**src/rtl/burst_addr_gen_pkg.sv**
```systemverilog
// Package: shared types and the burst-order function for the burst address generator.
// Assumes burst index and low-address widths are equal.
package burst_addr_gen_pkg;

    typedef enum logic {
        SRC_CPU = 1'b0,
        SRC_CTL = 1'b1
    } load_src_e;

    // Low bits for a given burst position: linear add or interleaved XOR.
    function automatic logic [1:0] burst_low(input logic [1:0] start,
                                             input logic [1:0] pos,
                                             input logic       linear);
        return linear ? (start + pos) : (start ^ pos);
    endfunction

endpackage

```
**src/rtl/agen_strobe_arb.sv**
```systemverilog
// Strobe arbiter: combines the two address strobes into one load request
// and reports which strobe won. The processor strobe has priority.
// Assumes both strobes are synchronous to the same clock.
module agen_strobe_arb
    import burst_addr_gen_pkg::*;
(
    input  logic      stb_cpu,
    input  logic      stb_ctl,
    output logic      load,
    output load_src_e src
);

    // Resolve the load request and its source.
    always_comb begin
        load = stb_cpu | stb_ctl;
        src  = stb_cpu ? SRC_CPU : (stb_ctl ? SRC_CTL : SRC_CPU);
    end

endmodule

```
**src/rtl/agen_burst_state.sv**
```systemverilog
// Burst state: holds the loaded start low bits and the burst index.
// Produces next-state values so the address register can follow in the same edge.
// Assumes load has priority over advance.
module agen_burst_state #(
    parameter int BB = 2
) (
    input  logic          clk,
    input  logic          rst_n,
    input  logic          load,
    input  logic          adv,
    input  logic [BB-1:0] load_low,
    output logic [BB-1:0] start_d,
    output logic [BB-1:0] idx_d
);

    logic [BB-1:0] start_q;
    logic [BB-1:0] idx_q;

    // Next start and index: a load restarts the burst, an advance steps it modulo 2**BB.
    always_comb begin
        start_d = start_q;
        idx_d   = idx_q;
        if (load) begin
            start_d = load_low;
            idx_d   = '0;
        end else if (adv) begin
            idx_d = idx_q + 1'b1;
        end
    end

    // Register the burst state.
    always_ff @(posedge clk) begin
        if (!rst_n) begin
            start_q <= '0;
            idx_q   <= '0;
        end else begin
            start_q <= start_d;
            idx_q   <= idx_d;
        end
    end

endmodule

```
**src/rtl/agen_order_map.sv**
```systemverilog
// Order map: turns a start value and burst index into the low address bits.
// The ORDER parameter fixes one order at build time, or keeps both selectable.
// Assumes BB is 2, which is the width the package function handles.
module agen_order_map #(
    parameter int BB    = 2,
    parameter int ORDER = 2   // 0 interleaved only, 1 linear only, 2 selectable
) (
    input  logic [BB-1:0] start,
    input  logic [BB-1:0] idx,
    input  logic          linear,
    output logic [BB-1:0] low
);

    import burst_addr_gen_pkg::*;

    generate
        if (ORDER == 0) begin : g_ilv
            // Interleaved only.
            always_comb low = burst_low(start, idx, 1'b0);
        end else if (ORDER == 1) begin : g_lin
            // Linear only.
            always_comb low = burst_low(start, idx, 1'b1);
        end else begin : g_sel
            // Order chosen at run time by the mode input.
            always_comb low = burst_low(start, idx, linear);
        end
    endgenerate

endmodule

```
**src/rtl/burst_addr_gen.sv**
```systemverilog
// Burst address generator top: loads an external address on either strobe,
// then steps the two low bits in linear or interleaved order on each advance.
// Upper bits are held for the whole burst. Registered output, synchronous active-low reset.
// Assumes ADDR_W > BURST_BITS.
module burst_addr_gen
    import burst_addr_gen_pkg::*;
#(
    parameter int ADDR_W     = 20,
    parameter int BURST_BITS = 2
) (
    input  logic              clk,
    input  logic              rst_n,
    input  logic              stb_cpu,
    input  logic              stb_ctl,
    input  logic              adv,
    input  logic              order_lin,
    input  logic [ADDR_W-1:0] addr_in,
    output logic [ADDR_W-1:0] addr_out,
    output logic              src_ctl
);

    localparam int HI_W = ADDR_W - BURST_BITS;

    logic                  load;
    load_src_e             src;
    logic [BURST_BITS-1:0] start_d;
    logic [BURST_BITS-1:0] idx_d;
    logic [BURST_BITS-1:0] low_d;
    logic [HI_W-1:0]       hi_q;
    logic [BURST_BITS-1:0] low_q;
    load_src_e             src_q;

    agen_strobe_arb u_arb (
        .stb_cpu (stb_cpu),
        .stb_ctl (stb_ctl),
        .load    (load),
        .src     (src)
    );

    agen_burst_state #(.BB(BURST_BITS)) u_state (
        .clk      (clk),
        .rst_n    (rst_n),
        .load     (load),
        .adv      (adv),
        .load_low (addr_in[BURST_BITS-1:0]),
        .start_d  (start_d),
        .idx_d    (idx_d)
    );

    agen_order_map #(.BB(BURST_BITS), .ORDER(2)) u_map (
        .start  (start_d),
        .idx    (idx_d),
        .linear (order_lin),
        .low    (low_d)
    );

    // Register the upper bits and the load source; both change only on a load.
    always_ff @(posedge clk) begin
        if (!rst_n) begin
            hi_q  <= '0;
            src_q <= SRC_CPU;
        end else if (load) begin
            hi_q  <= addr_in[ADDR_W-1:BURST_BITS];
            src_q <= src;
        end
    end

    // Register the low bits from the order map.
    always_ff @(posedge clk) begin
        if (!rst_n) low_q <= '0;
        else        low_q <= low_d;
    end

    assign addr_out = {hi_q, low_q};
    assign src_ctl  = (src_q == SRC_CTL);

endmodule

```
**config.mk**
```make
export PLATFORM = sky130hd
export DESIGN_NAME = burst_addr_gen
export DESIGN_NICKNAME = d
export VERILOG_FILES = /design/src/rtl/burst_addr_gen_pkg.sv /design/src/rtl/agen_strobe_arb.sv /design/src/rtl/agen_burst_state.sv /design/src/rtl/agen_order_map.sv /design/src/rtl/burst_addr_gen.sv
export SDC_FILE = /design/constraint.sdc
export NUM_CORES = 1
export LEC_CHECK = 0
export ABC_AREA = 1
export BUFFER_PORTS_ARGS = -buffer_cell sky130_fd_sc_hd__clkbuf_2
export CORE_AREA = 2 2 41 61
export DETAILED_ROUTE_END_ITERATION = 16
export DIE_AREA = 0 0 43 63
export PLACE_DENSITY = 0.78
export SYNTH_ARGS = -nofsm -noshare
export SYNTH_HDL_FRONTEND = slang
export SYNTH_SLANG_ARGS = --single-unit
```
**constraint.sdc**
```tcl
create_clock -name clk -period 4.3 [get_ports clk]
set_clock_uncertainty 0.05 [all_clocks]
set_input_delay 0.86 -clock clk [delete_from_list [all_inputs] [get_ports clk]]
set_output_delay 0.86 -clock clk [all_outputs]
set_load 0.02 [all_outputs]
```
==> flow_summary_export.csv <==
group,metric,value,unit
floorplan,vertical_extent_of_the_die,63,um
synth,synth_sequential_area_ratio,0.510,
cells_and_area,post_route_cells_drive_above_1_share,0.349,
timing,timing.final.setup_violations,0,
global_routing,globalRouteMet3Util,0.0260,
placed_design,count_of_placed_standard_cells_including_taps,188,
routing,drt-vias-per-instance,4.81,
pwr,cellPowerDensity,355,nW/um^2
floorplan,width_of_the_chip,43,um
synth,number_of_flip_flops_and_latches_in_the_synthesized_netlist,25,
timing,actual_transition_at_the_worst_max_transition_pin,0.461,ns
global_routing,grt_start_max_net_pins,24,
pwr,internal-power,0.312,mW
pwr,combinationalPowerShare,0.179,
cts,cts_repair_resize_count,0,
critical_path,startpoint_type,"input port",
placed_design,dpl.hpwl,1530,um
global_routing,globalRoute.totalOverflow,0,
cts,max-clock-path-buffers,2,
routing,via_count_of_the_routed_design,923,
critical_path,critical_path.endpoint_type,"flop",
cells_and_area,syn2layout_area_growth,25.0,%
global_routing,grt_use_met2,0.288,
cells_and_area,instances_no_fill,192,
pwr,p_sw_frac,0.282,
critical_path,critical_path.max_stage_delay,0.25,ns
cells_and_area,final_cell_area,1230,um^2
critical_path,timing.critical_path.buf_inv,4,
placed_design,gpl_wtd_cong,0.727,
cts,ctsHtreeMaxLevel,1,
critical_path,setup.worst_path.class,"in -> reg",
floorplan,floorplan.core_area,2210,um^2
synth,synth.yosys.warnings,0,
timing,rsz0062_at_grt,"no",
cts,clkTransAtPathRegs,0.12,ns
global_routing,groute.usage.overall,0.160,
cts,clock_tree_from_tritoncts,"yes",
run,max_cap_viols,0,
critical_path,timing.critical_path.slowest_stage_cell,"sky130_fd_sc_hd__or2_0",
timing,timing.final.crit_period,2.05,ns
cts,numClockSinks,25,
routing,firstDrtPassIters,3,
pwr,vdd_ir_drop_max,0.000237,V
timing,timing.setup.tns,0,ns
pwr,power_frac_seq,0.586,
synth,synth_cell_types,22,
floorplan,die_outline_area,2710,um^2
cts,cts_inserted_buffers,3,
critical_path,cp_top_family,"simple AND/OR/NAND/NOR gates",
cells_and_area,antenna_diode_count,0,
cts,cts_hold_repair.buffers,0,
cts,root_buffer,"sky130_fd_sc_hd__clkbuf_4",
global_routing,first_pass_grt_wire_length,3370,um
synth,synth_fp_nets,152,
routing,drt_drc_violations_left,0,
cells_and_area,num-nets-final,197,
cts,cts_post_setup_buffers_inserted,0,
cells_and_area,mostFrequentLayoutCell,"sky130_fd_sc_hd__clkbuf_2",
pwr,total_switching_power,0.123,mW
routing,avgRoutedWirePerCell,10.6,um
critical_path,path_cells,"clkbuf_2, inv_2, nand2_4, or2_0, o21ai_0, inv_1, ha_1, nand2_1, inv_1, nand3_2, nand2_1, nor2_1, nor2_2",
synth,synthCells,125,
cells_and_area,layout_common_cells,"46 x sky130_fd_sc_hd__clkbuf_2, 41 x sky130_fd_sc_hd__nor2_1, 25 x sky130_fd_sc_hd__dfxtp_1",
routing,route.final.wire_length,2030,um
pwr,pwr-share-clk,0.235,
cts,worst_skew_pair.late_latency,0.32,ns
timing,clock.fmax,487,MHz
global_routing,grt_antenna_before_repair,0,
timing,timing.final.crit_share,0.478,
synth,post_synth.cell_area_avg,7.85,um^2
hold_path,hold_path_class,"reg -> reg",
synth,synth_area,981,um^2
floorplan,rows,21,
floorplan,io-pin-count,47,
floorplan,starting_density_of_the_core,0.444,
pwr,total_power_consumption,0.435,mW
global_routing,grt_pass1_vias,843,
global_routing,gr-max-usage-layer,"met2",
pwr,power.leakage,0.656,nW
cells_and_area,finish.utilization,0.556,
timing,max-slew-margin-rel,0.692,
status,status,"finished, final reports clean",
placed_design,dpl-instance-area,1200,um^2
critical_path,worst-endpoint-required,4.48,ns
critical_path,worst-endpoint-arrival,2.23,ns
critical_path,timing.critical_path.fanout_max,23,
global_routing,gr-usage-met1,0.173,
placed_design,buffer_ports.inserted,46,
routing,drtIter0Drc,12,
routing,route.antenna.remaining_nets,0,
timing,finalHoldViolations,0,
timing,report.final.slew_viol_count,0,
-- routing by layer --
layer	vias to the layer above	wire (um)
met3	5	182
met1	393	822
met4	0	49
met5	-	0
met2	42	977
li1	483	-
-- layout make-up --
type                            count  area (um^2)
Clock buffer                        4         26.3
Fill cell                         237          981
Inverter                            9         33.8
Multi-Input combinational cell     85          407
Sequential cell                    25          500
Tap cell                           23         28.8
Timing Repair Buffer               46          230
-- logic make-up after synthesis --
group,Yosys count,share of synthesized area
compound gates,20,0.102
buf+inv,15,0.0752
fa+ha+maj,1,0.0128
flops,25,0.510
simple gates,64,0.300
-- final timing paths --
path / end / cells after the start / startpoint / slack, ns
min reg2reg: hi_q[14] / 2 / hi_q[14] / 0.45
max: low_q[1] / 13 / stb_cpu / 2.25
max reg2reg: low_q[1] / 10 / u_state.start_q[0] / 2.85
min: hi_q[14] / 2 / hi_q[14] / 0.45
-- flip-flops by register name, summed over array words and instances (netlist names) --
register,cells
src_ctl,1
u_state.start_q,2
u_state.idx_q,2
hi_q,18
low_q,2
-- tightest hold or removal path, delay by kind of cell (launching register included) --
kind | cells | cell delay [ns]
flops | 1 | 0.33
simple gates | 2 | 0.14
-- cell usage after synthesis --
| cell | count | share of area |
|---|---|---|
| sky130_fd_sc_hd__clkbuf_1 | 1 | 0.0038 |
| sky130_fd_sc_hd__or2_0 | 1 | 0.0064 |
| sky130_fd_sc_hd__nor2_4 | 2 | 0.023 |
| sky130_fd_sc_hd__nand3_1 | 1 | 0.0051 |
| sky130_fd_sc_hd__nor3_1 | 3 | 0.015 |
| sky130_fd_sc_hd__inv_2 | 2 | 0.0077 |
| sky130_fd_sc_hd__a21oi_1 | 1 | 0.0051 |
| sky130_fd_sc_hd__buf_6 | 1 | 0.011 |
| sky130_fd_sc_hd__o21ai_0 | 19 | 0.097 |
| sky130_fd_sc_hd__nor4_1 | 1 | 0.0064 |
| sky130_fd_sc_hd__nand2_2 | 2 | 0.013 |
| sky130_fd_sc_hd__nor2_2 | 1 | 0.0064 |
| sky130_fd_sc_hd__buf_4 | 2 | 0.015 |
| sky130_fd_sc_hd__dfxtp_1 | 25 | 0.51 |
| sky130_fd_sc_hd__nand2_1 | 9 | 0.034 |
| sky130_fd_sc_hd__inv_1 | 7 | 0.027 |
| sky130_fd_sc_hd__ha_1 | 1 | 0.013 |
| sky130_fd_sc_hd__nand3_2 | 1 | 0.010 |
| sky130_fd_sc_hd__nand2_4 | 2 | 0.023 |
| sky130_fd_sc_hd__clkbuf_2 | 1 | 0.0051 |
| sky130_fd_sc_hd__buf_2 | 1 | 0.0051 |
| sky130_fd_sc_hd__nor2_1 | 41 | 0.16 |
-- metrics by stage --
step	setup slack (ns)	hold slack [ns]
2_1_floorplan	2.28	0.434
3_3_place_gp	1.97	0.418
3_5_place_dp	1.89	0.425
4_1_cts	2.22	0.448
5_1_grt	2.06	0.472
6_report	2.25	0.446
-- power groups by stage --
stage	combinational (mW)	clock [mW]	sequential, mW
3_5_place_dp	0.0788	0	0.261
4_1_cts	0.0791	0.106	0.255
6_report	0.0780	0.102	0.255
2_1_floorplan	0.0324	0	0.277
5_1_grt	0.0874	0.115	0.257
3_3_place_gp	0.0767	0	0.259
No activity file was read; power rests on OpenSTA's default activity.
